`src/rtl/cond_mode_pkg.sv`:
```
package cond_mode_pkg;
    typedef enum logic {
        MODE_CCM  = 1'b0,
        MODE_HYST = 1'b1
    } cmode_e;
endpackage

```
`src/rtl/mode_debounce.sv`:
```
module mode_debounce #(
    parameter int MATCH_N = 8
) (
    input  logic                  clk,
    input  logic                  rst_n,
    input  logic                  cyc_stb,
    input  logic                  ls_sign_pos,
    input  logic                  force_ccm,
    output cond_mode_pkg::cmode_e mode_d,
    output cond_mode_pkg::cmode_e mode_q
);
    import cond_mode_pkg::*;

    localparam int CNT_W = (MATCH_N > 2) ? $clog2(MATCH_N) : 1;
    localparam logic [CNT_W-1:0] LAST = CNT_W'(MATCH_N - 1);

    typedef struct packed {
        cmode_e           mode;
        logic [CNT_W-1:0] cnt;
    } dbc_t;

    dbc_t st_d, st_q;
    logic disagree;

    always_comb begin
        st_d     = st_q;
        disagree = (st_q.mode == MODE_CCM) ? !ls_sign_pos : ls_sign_pos;
        if (force_ccm) begin
            st_d.mode = MODE_CCM;
            st_d.cnt  = '0;
        end else if (cyc_stb) begin
            if (!disagree) begin
                st_d.cnt = '0;
            end else if (st_q.cnt == LAST) begin
                st_d.mode = (st_q.mode == MODE_CCM) ? MODE_HYST : MODE_CCM;
                st_d.cnt  = '0;
            end else begin
                st_d.cnt = st_q.cnt + 1'b1;
            end
        end
    end

    always_ff @(posedge clk or negedge rst_n) begin
        if (!rst_n) begin
            st_q <= '{mode: MODE_CCM, cnt: '0};
        end else begin
            st_q <= st_d;
        end
    end

    assign mode_d = st_d.mode;
    assign mode_q = st_q.mode;
endmodule

```
`src/rtl/hyst_gate.sv`:
```
module hyst_gate (
    input  logic clk,
    input  logic rst_n,
    input  logic hyst_next,
    input  logic cmp_lo,
    input  logic cmp_hi,
    input  logic zc_det,
    output logic hs_req,
    output logic ls_block
);
    typedef struct packed {
        logic hs;
        logic blk;
    } gate_t;

    gate_t g_d, g_q;

    always_comb begin
        g_d = g_q;
        if (!hyst_next) begin
            g_d.hs  = 1'b0;
            g_d.blk = 1'b0;
        end else begin
            if (cmp_hi) begin
                g_d.hs = 1'b0;
            end else if (cmp_lo) begin
                g_d.hs = 1'b1;
            end
            if (g_d.hs) begin
                g_d.blk = 1'b0;
            end else if (zc_det) begin
                g_d.blk = 1'b1;
            end
        end
    end

    always_ff @(posedge clk or negedge rst_n) begin
        if (!rst_n) begin
            g_q <= '0;
        end else begin
            g_q <= g_d;
        end
    end

    assign hs_req   = g_q.hs;
    assign ls_block = g_q.blk;
endmodule

```
`src/rtl/cond_mode_sel.sv`:
```
module cond_mode_sel #(
    parameter int MATCH_N = 8
) (
    input  logic clk,
    input  logic rst_n,
    input  logic cyc_stb,
    input  logic ls_sign_pos,
    input  logic hyst_allow,
    input  logic vtrans,
    input  logic cmp_lo,
    input  logic cmp_hi,
    input  logic zc_det,
    output logic hyst_mode,
    output logic pwm_en,
    output logic de_en,
    output logic hs_req,
    output logic ls_block
);
    import cond_mode_pkg::*;

    cmode_e mode_d, mode_q;
    logic   force_ccm;

    assign force_ccm = !hyst_allow || vtrans;

    mode_debounce #(.MATCH_N(MATCH_N)) i_dbc (
        .clk         (clk),
        .rst_n       (rst_n),
        .cyc_stb     (cyc_stb),
        .ls_sign_pos (ls_sign_pos),
        .force_ccm   (force_ccm),
        .mode_d      (mode_d),
        .mode_q      (mode_q)
    );

    hyst_gate i_gate (
        .clk       (clk),
        .rst_n     (rst_n),
        .hyst_next (mode_d == MODE_HYST),
        .cmp_lo    (cmp_lo),
        .cmp_hi    (cmp_hi),
        .zc_det    (zc_det),
        .hs_req    (hs_req),
        .ls_block  (ls_block)
    );

    assign hyst_mode = (mode_q == MODE_HYST);
    assign pwm_en    = (mode_q == MODE_CCM);
    assign de_en     = (mode_q == MODE_HYST);
endmodule

```
`config.mk`:
```
export PLATFORM = sky130hd
export DESIGN_NAME = cond_mode_sel
export DESIGN_NICKNAME = d
export VERILOG_FILES = /design/src/rtl/cond_mode_pkg.sv /design/src/rtl/mode_debounce.sv /design/src/rtl/hyst_gate.sv /design/src/rtl/cond_mode_sel.sv
export SDC_FILE = /design/constraint.sdc
export NUM_CORES = 1
export LEC_CHECK = 0
export ABC_AREA = 1
export BUFFER_PORTS_ARGS = -buffer_cell sky130_fd_sc_hd__buf_4
export CAP_MARGIN = 40
export CORE_AREA = 10 10 47 49
export DETAILED_ROUTE_END_ITERATION = 7
export DIE_AREA = 0 0 57 59
export PLACE_DENSITY = 0.46
export SLEW_MARGIN = 20
export SYNTH_ARGS = -nofsm -noshare
export SYNTH_HDL_FRONTEND = slang
export SYNTH_SLANG_ARGS = --single-unit
```
`constraint.sdc`:
```
create_clock -name clk -period 1.11 [get_ports clk]
set_input_delay 0.1665 -clock clk [delete_from_list [all_inputs] [get_ports clk]]
set_output_delay 0.1665 -clock clk [all_outputs]
set_load 0.005 [all_outputs]
```
==> implementation parameters, run 1 <==
Parameter                              Value

Placement
  Worst-case setup slack after placement ... -0.0149 ns
  Number of input and output port buffers inserted ... 13
  Final weighted congestion in routability-driven placement ... 0.808
  DPL Wire Length ... 654 um
  Placed instance area ... 454 sq um

Worst setup path
  Arrival time at the worst endpoint ... 1.22 ns
  Category of the most critical setup path ... flop to flop
  Beginning of the critical path ... i_dbc.st_q[1]$_DFFE_PN0P_
  Endpoint kind of the worst setup timing path ... flop
  Beginning of the worst register-to-register path ... i_dbc.st_q[1]$_DFFE_PN0P_
  Critical Path Max Stage Delay ... 0.38 ns
  WP data required ... 1.23 ns
  Cell family contributing the most delay on the critical path ... flip-flops
  Worst setup slack for register-to-register paths ... 0.02 ns
  Crit path max-delay cell type ... dfrtp_1
  Ordered list of cells on the worst path ... ha_2, ha_4, nand2_1, nand2_1, nand3_2, nor2_1
  Path depth of the worst reg2reg path ... 6
  Kind of launch point of the worst setup path ... flop
  Critical path peak fanout ... 4
  Library cell appearing most often on the critical path ... nand2_1
  Endpoint of the most critical register-to-register path ... i_gate.hs_req$_DFF_PN0_
  Buf/Inv on CP ... 0

Detailed routing
  Wire length per cell after detailed routing ... 10.7 um
  Number of violations reported at the end of detailed-routing iteration 0 ... 3
  Total number of vias ... 309
  Post-detailed-route count of antenna-violating nets ... 0
  Number of vias per cell after detailed routing ... 4.07
  WL final ... 812 um
  First-pass detailed-route iteration total ... 4
  DRC violations left ... 0

Global routing
  Largest net degree at the start of global routing ... 7
  Number of antenna violations at the first check in global routing ... 0
  Number of global-route vias before repair ... 334
  Wire length of the first global-routing pass ... 1280 um
  Final global-route overflow total ... 0
  Overall Global Routing Usage ... 4.99%

Die
  FP Rows ... 14
  Boundary pin count ... 14
  DIE HEIGHT ... 59 um
  Width of the die ... 57 um
  Placeable core region ... 1400 sq um
  Starting density of the core ... 23.8%
  Die Outline Area ... 3360 sq um

Cells and area
  Proportion of layout cells with a drive suffix above 1 ... 50.0%
  Final cell area excluding filler cells ... 524 sq um
  Share of the core filled with cells in the final layout ... 37.4%
  Relative area change from synthesis to final layout ... 56.9%
  Number of diodes added for antenna fixing ... 0
  Post-layout nets ... 73

Run status
  Result of the run ... finished, final reports clean

Synth
  Most instantiated library cell after synthesis ... nand2_1
  Cell taking the most area after synthesis ... dfrtp_1
  Synth area leaders ... dfrtp_1 45%, nand3_1 10%, nand2_1 10%
  Share of the synthesized area in the top cell type ... 44.9%
  Count of different cell masters after synthesis ... 13
  Share of flip-flops with an asynchronous set or reset after synthesis ... 100%
  Count of warnings emitted by yosys ... 0
  Synthesis-stage register bit count ... 6
  Synth top cells by count ... 9 x nand2_1, 7 x nand3_1, 6 x dfrtp_1, 4 x inv_1, 4 x nor2_1
  Cell area after technology mapping ... 334 sq um
  Ys flop type ... dfrtp_1
  Instance count of the mapped netlist ... 41
  Synthesized Nets ... 52
  Number of enable-type register cells in the synthesized netlist ... 0
  Avg Cell Area, Syn ... 8.15 sq um
  Post-synthesis sequential area ratio ... 44.9%

Clock network
  CTS clk-pin slew, worst paths ... 0.05 ns
  Clk Latency, worst-skew pair ... 0.24 ns
  CTS buffer count ... 3
  Clock tree root driver cell ... clkbuf_4
  Buffer levels on the longest clock path ... 2
  CTS tree ... built
  Level count of the clock H-tree ... 1
  Clock sinks ... 6

Timing
  Post-route setup slack ... 0.0181 ns
  Total of endpoints with negative setup slack in the final report ... 0
  Setup repair after global routing missed its margin ... yes
  Share of the clock period used by the worst path after layout ... 98.4%
  Number of slew-limit violations in the final report ... 0
  Final Critical Period ... 1.09 ns
  Number of failing hold endpoints at the final stage ... 0
  Worst setup skew after layout ... 0.00642 ns
  Relative max-transition margin ... 87.8%
  Achievable clock frequency ... 916 MHz
  Slew @ Worst Pin ... 0.182 ns
  Sum of negative setup slack ... 0 ns

Hold path
  Class of the most critical hold timing path ... primary input to flop
  Cells on Worst Hold Path ... 3
  Worst Hold End ... i_gate.hs_req$_DFF_PN0_
  Start point of the worst min-delay path ... cmp_hi

Pwr
  Switching share of power ... 21.1%
  Switching pwr ... 100 uW
  Part of the power in combinational logic ... 12.4%
  Power density normalized to cell area ... 906 nW/um^2
  Clock group share of total power ... 40.8%
  Leakage component of the power ... 0.295 nW
  Total Power ... 475 uW
  Int Pwr ... 375 uW
  Proportion of power drawn by flip-flops and latches ... 46.7%
  Maximum VDD drop ... 0.751 mV

Flow run
  Max-cap check violation count ... 0
==> placed cells by master, fill, tap and decap left out <==
cell type	count
ha_4	1
nand2_1	9
nand2_2	1
clkbuf_4	3
dfrtp_1	6
buf_4	16
nor2_1	2
nor2_4	1
o21bai_1	1
or2_1	1
inv_1	4
dlygate4sd3_1	1
nand3_2	2
ha_2	1
nor2_2	2
nand3_1	6
inv_2	3
==> layer usage <==
layer / share of wire, % / vias to the layer above / GRT usage (%)
li1: - / 164 / -
met1: 37 / 138 / 3.61
met2: 56 / 7 / 8.53
met3: 7.5 / 0 / 4.08
met4: 0 / 0 / 3.69
met5: 0 / - / 0
==> power groups by stage <==
stage / Sequential, mW / Combinational [mW] / Clock (mW)
floorplan: 0.225 / 0.0209 / 0
global placement: 0.225 / 0.0541 / 0
detailed placement: 0.225 / 0.0530 / 0
CTS: 0.222 / 0.0567 / 0.203
global route: 0.221 / 0.0665 / 0.229
finish: 0.222 / 0.0589 / 0.194
==> worst min-delay path, delay by kind of cell <==
kind	cells	cell delay [ns]
buffers and inverters	1	0.07
and+or+nand+nor	1	0.06
AOI/OAI and AO/OA	1	0.12
==> final cells by class <==
type	count	area [sq um]
tap	16	20.0
multi-input combinational	27	175
clock buffer	3	22.5
sequential	6	150
inverter	7	26.3
fill	147	877
timing repair buffer	17	130
==> kinds of logic (layout without fill, tap and decap cells) <==
family / after synthesis / after routing / share of synthesized area (%)
compound gates: 1 / 1 / 2.25
fa+ha+maj: 2 / 2 / 7.49
buf+inv: 8 / 27 / 10.1
simple gates: 24 / 24 / 35.2
flops: 6 / 6 / 44.9
==> sequential cells by signal, indices dropped and copies added (netlist names) <==
name	flops
i_dbc.st_q	3
i_dbc.mode_q	1
i_gate.hs_req	1
i_gate.ls_block	1
==> per-stage QoR <==
step | hold slack [ns] | instances
2_1_floorplan | -0.129 | 41
3_3_place_gp | -0.0220 | 70
3_5_place_dp | -0.0231 | 70
4_1_cts | 0.204 | 74
5_1_grt | 0.202 | 76
6_report | 0.212 | 76
==> worst max path at each step <==
stage                                    endpoint  slack [ns]  cells past startpoint
after global routing      i_gate.hs_req$_DFF_PN0_       -0.02                      6
after detailed placement  i_gate.hs_req$_DFF_PN0_       -0.01                      6
final                     i_gate.hs_req$_DFF_PN0_        0.02                      6
after CTS                 i_gate.hs_req$_DFF_PN0_       0.006                      6
after floorplan           i_gate.hs_req$_DFF_PN0_        0.03                      6
after global placement    i_gate.hs_req$_DFF_PN0_      -0.006                      6
==> timing repair <==
item | CTS | global route
hold buffers | 1 | 0
pin swaps | 1 | 5
cloned | 0 | 0
setup buffers | 0 | 2
setup endpoints to repair | 3 | 4
hold endpoints to repair | 6 | 0
resized for setup | 3 | 2
Note: power is estimated with default switching activity, not from simulation.
==> run 2: changes to the inputs <==
--- a/config.mk
+++ b/config.mk
@@ -5,13 +5,12 @@
 export SDC_FILE = /design/constraint.sdc
 export NUM_CORES = 1
 export LEC_CHECK = 0
-export ABC_AREA = 1
 export BUFFER_PORTS_ARGS = -buffer_cell sky130_fd_sc_hd__buf_4
 export CAP_MARGIN = 40
 export CORE_AREA = 10 10 47 49
 export DETAILED_ROUTE_END_ITERATION = 7
 export DIE_AREA = 0 0 57 59
-export PLACE_DENSITY = 0.46
+export PLACE_DENSITY = 0.44
 export SLEW_MARGIN = 20
 export SYNTH_ARGS = -nofsm -noshare
 export SYNTH_HDL_FRONTEND = slang
==> run 2 against run 1 <==
Compared with the run above: the flow now finishes with violations (negative setup slack); flip-flop and latch count unchanged; critical path depth decreased by 1; clock skew shrank 0.0012 ns; die area stayed put; first-iteration DRC count fell by 33%; critical path type unchanged; largest cell class unchanged.
==> implementation parameters, run 2 <==
Parameter                              Value

Synth
  Share of the synthesized area in the top cell type ... 48.2% (was 44.9%)
  Cell area after technology mapping ... 312 sq um (was 334 sq um)
  Most instantiated library cell after synthesis ... dfrtp_1 (was nand2_1)
  Ys flop type ... dfrtp_1 (unchanged)
  Avg Cell Area, Syn ... 12.0 sq um (was 8.15 sq um)
  Number of enable-type register cells in the synthesized netlist ... 0 (unchanged)
  Synthesized Nets ... 37 (was 52)
  Share of flip-flops with an asynchronous set or reset after synthesis ... 100% (unchanged)
  Instance count of the mapped netlist ... 26 (was 41)
  Synth top cells by count ... 6 x dfrtp_1, 4 x nand2b_1, 3 x a21oi_1, 2 x ha_1 (was 9 x nand2_1, 7 x nand3_1, 6 x dfrtp_1, 4 x inv_1, 4 x nor2_1)
  Count of warnings emitted by yosys ... 0 (unchanged)
  Cell taking the most area after synthesis ... dfrtp_1 (unchanged)
  Count of different cell masters after synthesis ... 15 (was 13)
  Post-synthesis sequential area ratio ... 48.2% (was 44.9%)
  Synth area leaders ... dfrtp_1 48%, ha_1 8.0%, nand2b_1 8.0% (was dfrtp_1 45%, nand3_1 10%, nand2_1 10%)
  Synthesis-stage register bit count ... 6 (unchanged)

Worst setup path
  Category of the most critical setup path ... flop to flop (unchanged)
  Worst setup slack for register-to-register paths ... -0.23 ns (was 0.02 ns)
  Beginning of the worst register-to-register path ... i_dbc.st_q[1]$_DFFE_PN0P_ (unchanged)
  Ordered list of cells on the worst path ... ha_2, ha_4, a21oi_2, a311oi_4, o221a_1 (was ha_2, ha_4, nand2_1, nand2_1, nand3_2, nor2_1)
  Endpoint kind of the worst setup timing path ... flop (unchanged)
  Critical path peak fanout ... 3 (was 4)
  Crit path max-delay cell type ... dfrtp_1 (unchanged)
  Critical Path Max Stage Delay ... 0.37 ns (was 0.38 ns)
  Arrival time at the worst endpoint ... 1.52 ns (was 1.22 ns)
  Endpoint of the most critical register-to-register path ... i_gate.ls_block$_DFFE_PN0P_ (was i_gate.hs_req$_DFF_PN0_)
  Kind of launch point of the worst setup path ... flop (unchanged)
  WP data required ... 1.29 ns (was 1.23 ns)
  Path depth of the worst reg2reg path ... 5 (was 6)

Clock network
  Clock sinks ... 6 (unchanged)
  Level count of the clock H-tree ... 1 (unchanged)
  CTS tree ... built (unchanged)
  CTS clk-pin slew, worst paths ... 0.05 ns (about the same)
  Buffer levels on the longest clock path ... 2 (unchanged)
  CTS buffer count ... 3 (unchanged)
  Clk Latency, worst-skew pair ... 0.24 ns (about the same)
  Clock tree root driver cell ... clkbuf_4 (unchanged)

Hold path
  Worst Hold End ... i_gate.hs_req$_DFF_PN0_ (unchanged)
  Cells on Worst Hold Path ... 2 (was 3)
  Start point of the worst min-delay path ... cmp_hi (unchanged)
  Class of the most critical hold timing path ... primary input to flop (unchanged)

Timing
  Worst-case hold slack ... 0.0871 ns (was 0.212 ns)
  Setup repair after global routing missed its margin ... yes (unchanged)
  Achievable clock frequency ... 748 MHz (was 916 MHz)
  Worst setup skew after layout ... 0.00518 ns (was 0.00642 ns)
  Share of the clock period used by the worst path after layout ... 121% (was 98.4%)
  Number of slew-limit violations in the final report ... 0 (unchanged)
  Slew @ Worst Pin ... 0.316 ns (was 0.182 ns)
  Number of failing hold endpoints at the final stage ... 0 (unchanged)
  Relative max-transition margin ... 78.8% (was 87.8%)
  Final Critical Period ... 1.34 ns (was 1.09 ns)
  Post-route setup slack ... -0.228 ns (was 0.0181 ns)
  Total of endpoints with negative setup slack in the final report ... 5 (was 0)

Pwr
  Maximum VDD drop ... 0.458 mV (was 0.751 mV)
  Leakage component of the power ... 0.216 nW (was 0.295 nW)
  Power density normalized to cell area ... 954 nW/um^2 (was 906 nW/um^2)

Cells and area
  Final cell area excluding filler cells ... 500 sq um (was 524 sq um)
  Commonest non-fill, non-tap cells in the layout ... 15 x buf_4, 6 x dfrtp_1, 4 x nand2b_1, 3 x a21oi_1, 3 x clkbuf_4 (was 16 x buf_4, 9 x nand2_1, 6 x nand3_1, 6 x dfrtp_1, 4 x inv_1)
  Proportion of layout cells with a drive suffix above 1 ... 54.5% (was 50.0%)
  Post-layout nets ... 57 (was 73)
  Commonest non-fill, non-tap cell in the layout ... buf_4 (unchanged)
  Relative area change from synthesis to final layout ... 60.6% (was 56.9%)
  Top reg by flops ... i_dbc.st_q (unchanged)
  Fillers ... 150 (was 147)
  Largest register FFs ... 3 (unchanged)
  Number of diodes added for antenna fixing ... 0 (unchanged)

Detailed routing
  WL final ... 908 um (was 812 um)
  Post-detailed-route count of antenna-violating nets ... 0 (unchanged)
  DRC violations left ... 0 (unchanged)
  Wire length per cell after detailed routing ... 15.1 um (was 10.7 um)
  First-pass detailed-route iteration total ... 2 (was 4)
  Number of vias per cell after detailed routing ... 4.63 (was 4.07)
  Total number of vias ... 278 (was 309)
  Number of violations reported at the end of detailed-routing iteration 0 ... 2 (was 3)

Run status
  Result of the run ... finished with violations (was finished, final reports clean)
  Violated checks ... negative setup slack

Global routing
  Number of antenna violations at the first check in global routing ... 0 (unchanged)
  Final global-route overflow total ... 0 (unchanged)
  Overall Global Routing Usage ... 5.28% (was 4.99%)
  Number of global-route vias before repair ... 322 (was 334)
  Largest net degree at the start of global routing ... 9 (was 7)
  Wire length of the first global-routing pass ... 1410 um (was 1280 um)

Placement
  Number of input and output port buffers inserted ... 13 (unchanged)
  Placed instance area ... 437 sq um (was 454 sq um)
  Worst-case setup slack after placement ... -0.221 ns (was -0.0149 ns)
  Final weighted congestion in routability-driven placement ... 0.576 (was 0.808)
  DPL Wire Length ... 746 um (was 654 um)

Die
  Placeable core region ... 1400 sq um (unchanged)
  Boundary pin count ... 14 (unchanged)
  Die Outline Area ... 3360 sq um (unchanged)
  FP Rows ... 14 (unchanged)
  Width of the die ... 57 um (unchanged)
  Starting density of the core ... 22.2% (was 23.8%)
  DIE HEIGHT ... 59 um (unchanged)

Flow run
  Max-cap check violation count ... 0 (unchanged)
[run 2: cell count changes after synthesis, sizes merged]
cell | before | now
nand2 | 10 | 0
nand3 | 8 | 1
inv | 7 | 1
a21oi | 0 | 4
nand2b | 0 | 4
nor2 | 5 | 1
a311oi | 0 | 1
nand4b | 0 | 1
nand4bb | 0 | 1
nor3b | 0 | 1
o21bai | 1 | 0
o221a | 0 | 1
or2 | 1 | 0
xnor2 | 0 | 1
[run 2: cells by family (layout without fill, tap and decap cells)]
kind of cell | after synthesis | count (layout) | share of synthesized area [%]
AND/OR/NAND/NOR | 9 | 9 | 21.3
XOR/XNOR | 1 | 1 | 2.81
buffers and inverters | 2 | 20 | 3.61
flip-flops | 6 | 6 | 48.2
adder cells (fa/ha/maj) | 2 | 2 | 8.03
AO/OA/AOI/OAI | 6 | 6 | 16.1
[run 2: power breakdown]
| group | switching, mW | total, mW | internal [mW] |
|---|---|---|---|
| Combinational | 0.0237 | 0.0521 | 0.0284 |
| Clock | 0.0816 | 0.204 | 0.123 |
| Sequential | 0.000785 | 0.221 | 0.220 |
[run 2: worst max-delay path by stage]
| stage | startpoint | endpoint | cells after the start |
|---|---|---|---|
| floorplan | i_dbc.st_q[1]$_DFFE_PN0P_ | i_gate.ls_block$_DFFE_PN0P_ | 4 |
| global placement | i_dbc.st_q[1]$_DFFE_PN0P_ | i_gate.ls_block$_DFFE_PN0P_ | 4 |
| detailed placement | i_dbc.st_q[0]$_DFFE_PN0P_ | i_gate.ls_block$_DFFE_PN0P_ | 5 |
| CTS | i_dbc.st_q[1]$_DFFE_PN0P_ | i_gate.ls_block$_DFFE_PN0P_ | 5 |
| global route | i_dbc.st_q[1]$_DFFE_PN0P_ | i_gate.hs_req$_DFF_PN0_ | 5 |
| finish | i_dbc.st_q[1]$_DFFE_PN0P_ | i_gate.ls_block$_DFFE_PN0P_ | 5 |
[run 2: stage by stage]
step / std cells / setup TNS, ns / total power, mW / util, %
3_5_place_dp: 54 / -0.652 / 0.271 / 31.2
5_1_grt: 60 / -1.26 / 0.510 / 35.7
4_1_cts: 60 / -0.900 / 0.488 / 35.7
2_1_floorplan: 26 / -0.170 / 0.236 / -
6_report: 60 / -0.855 / 0.477 / 35.7
3_3_place_gp: 54 / -0.401 / 0.268 / 31.2
[run 2: area by class of cell]
type                            instances  area [sq um]  share of cell area, %
Tap cell                               16          20.0                   4.00
Timing Repair Buffer                   16           123                   24.5
Sequential cell                         6           150                   30.0
Inverter                                1          3.75                  0.750
Multi-Input combinational cell         18           181                   36.3
Clock buffer                            3          22.5                   4.50
[run 2: timing repair]
action                     in CTS  in global routing
hold buffers                    1                  0
setup endpoints to repair       6                  6
buffers inserted                2                  0
hold endpoints to repair        6                  0
gates resized for setup         2                  0
pin swaps                       3                  0
[run 2: critical path: cells and delay by family (launching register included)]
family	cells	cell delay, ns
adders and majority gates	2	0.36
AOI/OAI and AO/OA	3	0.55
DFF	1	0.37
[run 2: layer usage]
metal	global-route usage, %	share of wire [%]	up-vias
met4	1.01	0	0
met1	4.90	36	143
met3	2.79	3.4	0
li1	-	-	131
met2	10.1	61	4
met5	0	0	-
==> run 3: changes to the inputs <==
--- a/config.mk
+++ b/config.mk
@@ -11,6 +11,7 @@
 export DETAILED_ROUTE_END_ITERATION = 7
 export DIE_AREA = 0 0 57 59
 export PLACE_DENSITY = 0.44
+export REMOVE_ABC_BUFFERS = 1
 export SLEW_MARGIN = 20
 export SYNTH_ARGS = -nofsm -noshare
 export SYNTH_HDL_FRONTEND = slang
==> run 3 against run 2 <==
Compared with the run above: the flow still finishes with violations (negative setup slack); register-to-register slack barely moved; wire length rose by 3.3%; clock power fell by 4%; flip-flop and latch count did not move; highest routed layer unchanged.
==> implementation parameters, run 3 (synthesis results as in run 2) <==
Parameter                              Value

Detailed routing
  Post-detailed-route count of antenna-violating nets ... 0 (unchanged)
  DRC violations left ... 0 (unchanged)
  First-pass detailed-route iteration total ... 1 (was 2)
  Number of vias per cell after detailed routing ... 4.45 (was 4.63)
  WL final ... 938 um (was 908 um)
  Total number of vias ... 276 (was 278)
  Number of violations reported at the end of detailed-routing iteration 0 ... 0 (was 2)
  Wire length per cell after detailed routing ... 15.1 um (about the same)

Die
  Die Outline Area ... 3360 sq um (unchanged)
  Starting density of the core ... 22.2% (unchanged)
  Placeable core region ... 1400 sq um (unchanged)
  Width of the die ... 57 um (unchanged)
  Boundary pin count ... 14 (unchanged)
  DIE HEIGHT ... 59 um (unchanged)
  FP Rows ... 14 (unchanged)

Cells and area
  Largest register FFs ... 3 (unchanged)
  Commonest non-fill, non-tap cell in the layout ... buf_4 (unchanged)
  Fillers ... 156 (was 150)
  Post-layout nets ... 59 (was 57)
  Relative area change from synthesis to final layout ... 66.3% (was 60.6%)
  Final cell area excluding filler cells ... 518 sq um (was 500 sq um)
  Commonest non-fill, non-tap cells in the layout ... 17 x buf_4, 6 x dfrtp_1, 4 x nand2b_1, 3 x clkbuf_4 (was 15 x buf_4, 6 x dfrtp_1, 4 x nand2b_1, 3 x a21oi_1, 3 x clkbuf_4)
  Share of the core filled with cells in the final layout ... 37.0% (was 35.7%)
  Fin cells ... 62 (was 60)
  Number of diodes added for antenna fixing ... 0 (unchanged)
  Proportion of layout cells with a drive suffix above 1 ... 58.7% (was 54.5%)
  Top reg by flops ... i_dbc.st_q (unchanged)

Worst setup path
  Crit path max-delay cell type ... dfrtp_1 (unchanged)
  Arrival time at the worst endpoint ... 1.49 ns (was 1.52 ns)
  Endpoint kind of the worst setup timing path ... flop (unchanged)
  Path depth of the worst reg2reg path ... 4 (was 5)
  Ordered list of cells on the worst path ... ha_4, ha_4, a311oi_2, nor3b_2 (was ha_2, ha_4, a21oi_2, a311oi_4, o221a_1)
  WP data required ... 1.27 ns (was 1.29 ns)
  Kind of launch point of the worst setup path ... flop (unchanged)
  Category of the most critical setup path ... flop to flop (unchanged)
  Buf/Inv on CP ... 0 (unchanged)
  Worst setup slack for register-to-register paths ... -0.22 ns (was -0.23 ns)
  Library cell appearing most often on the critical path ... ha_4
  Beginning of the critical path ... i_dbc.st_q[1]$_DFFE_PN0P_ (unchanged)
  Critical Path Max Stage Delay ... 0.40 ns (was 0.37 ns)
  Beginning of the worst register-to-register path ... i_dbc.st_q[1]$_DFFE_PN0P_ (unchanged)
  Critical path peak fanout ... 3 (unchanged)
  Endpoint of the most critical register-to-register path ... i_gate.hs_req$_DFF_PN0_ (was i_gate.ls_block$_DFFE_PN0P_)
  Cell family contributing the most delay on the critical path ... flip-flops (was compound AO/OA/AOI/OAI gates)

Global routing
  Wire length of the first global-routing pass ... 1350 um (was 1410 um)
  Final global-route overflow total ... 0 (unchanged)
  Number of antenna violations at the first check in global routing ... 0 (unchanged)
  Overall Global Routing Usage ... 5.36% (was 5.28%)
  Largest net degree at the start of global routing ... 9 (unchanged)
  Number of global-route vias before repair ... 301 (was 322)

Hold path
  Class of the most critical hold timing path ... primary input to flop (unchanged)
  Start point of the worst min-delay path ... cmp_hi (unchanged)
  Cells on Worst Hold Path ... 2 (unchanged)
  Worst Hold End ... i_gate.hs_req$_DFF_PN0_ (unchanged)

Timing
  Post-route setup slack ... -0.220 ns (was -0.228 ns)
  Share of the clock period used by the worst path after layout ... 120% (was 121%)
  Achievable clock frequency ... 752 MHz (was 748 MHz)
  Worst setup skew after layout ... 0.00201 ns (was 0.00518 ns)
  Slew @ Worst Pin ... 0.284 ns (was 0.316 ns)
  Total of endpoints with negative setup slack in the final report ... 5 (unchanged)
  Number of failing hold endpoints at the final stage ... 0 (unchanged)
  Final Critical Period ... 1.33 ns (was 1.34 ns)
  Setup repair after global routing missed its margin ... yes (unchanged)
  Relative max-transition margin ... 80.9% (was 78.8%)
  Number of slew-limit violations in the final report ... 0 (unchanged)

Clock network
  Clock tree root driver cell ... clkbuf_4 (unchanged)
  Level count of the clock H-tree ... 1 (unchanged)
  CTS buffer count ... 3 (unchanged)
  CTS clk-pin slew, worst paths ... 0.04 ns (was 0.05 ns)
  Clock sinks ... 6 (unchanged)
  Buffer levels on the longest clock path ... 2 (unchanged)
  CTS tree ... built (unchanged)
  Clk Latency, worst-skew pair ... 0.24 ns (about the same)

Placement
  DPL Wire Length ... 708 um (was 746 um)
  Placed instance area ... 437 sq um (unchanged)
  # placed instances ... 56 (was 54)
  Number of input and output port buffers inserted ... 13 (unchanged)
  Final weighted congestion in routability-driven placement ... 0.678 (was 0.576)

Run status
  Violated checks ... negative setup slack (unchanged)
  Result of the run ... finished with violations (unchanged)

Pwr
  Total Power ... 470 uW (was 477 uW)
  Power density normalized to cell area ... 908 nW/um^2 (was 954 nW/um^2)
  Maximum VDD drop ... 0.845 mV (was 0.458 mV)
  Leakage component of the power ... 0.226 nW (was 0.216 nW)

Flow run
  Max-cap check violation count ... 0 (unchanged)
## run 3: cell types whose count changed in the layout (fill, tap and decap cells not counted), sizes merged
cell and change:
buf +2
## run 3: worst register-to-register path, delay by kind of cell (launching register included)
| family | cells | cell delay, ns |
|---|---|---|
| and+or+nand+nor | 1 | 0.22 |
| AOI/OAI and AO/OA | 1 | 0.28 |
| DFF | 1 | 0.40 |
| adders and majority gates | 2 | 0.35 |
## run 3: report_power, final
group	internal [mW]	switching [mW]	leakage (nW)	total, mW
Clock	0.122	0.0734	0.0138	0.195
Combinational	0.0305	0.0224	0.129	0.0530
Sequential	0.221	0.00133	0.0836	0.222
Total	0.373	0.0972	0.226	0.470
## run 3: how the worst max path moves through the flow
| stage | endpoint | slack (ns) | cells past startpoint |
|---|---|---|---|
| after CTS | i_gate.hs_req$_DFF_PN0_ | -0.21 | 5 |
| after global placement | i_gate.ls_block$_DFFE_PN0P_ | -0.30 | 4 |
| after detailed placement | i_gate.hs_req$_DFF_PN0_ | -0.34 | 4 |
| final | i_gate.hs_req$_DFF_PN0_ | -0.22 | 4 |
| after floorplan | i_gate.ls_block$_DFFE_PN0P_ | -0.20 | 4 |
| after global routing | i_gate.hs_req$_DFF_PN0_ | -0.26 | 5 |
## run 3: routing by layer
metal | vias up | track usage, % | part of all wire (%)
li1 | 137 | - | -
met3 | 0 | 3.86 | 6.6
met5 | - | 0 | 0
met1 | 130 | 3.81 | 33
met2 | 9 | 11.5 | 60
met4 | 0 | 0 | 0
## run 3: stage by stage
step           setup slack (ns)  hold slack [ns]  TNS (ns)
2_1_floorplan            -0.200           -0.129    -0.521
3_3_place_gp             -0.295          -0.0219    -0.898
3_5_place_dp             -0.338          -0.0231     -1.11
4_1_cts                  -0.215           0.0912    -0.617
5_1_grt                  -0.263           0.0840     -1.17
6_report                 -0.220           0.0964    -0.905
## run 3: repair_timing
item / 4_1_cts / 5_1_grt
buffers inserted: 1 / 1
cloned: 0 / 0
gates resized for setup: 3 / 3
pin swaps: 5 / 2
hold endpoints to repair: 6 / 0
endpoints found under the setup margin: 6 / 6
hold buffers: 1 / 0
## run 3: area by class of cell
class	count	area (sq um)	area share (%)
multi-input combinational	18	184	35.5
sequential	6	150	29.0
timing repair buffer	18	138	26.6
clock buffer	3	22.5	4.35
tap	16	20.0	3.86
inverter	1	3.75	0.725
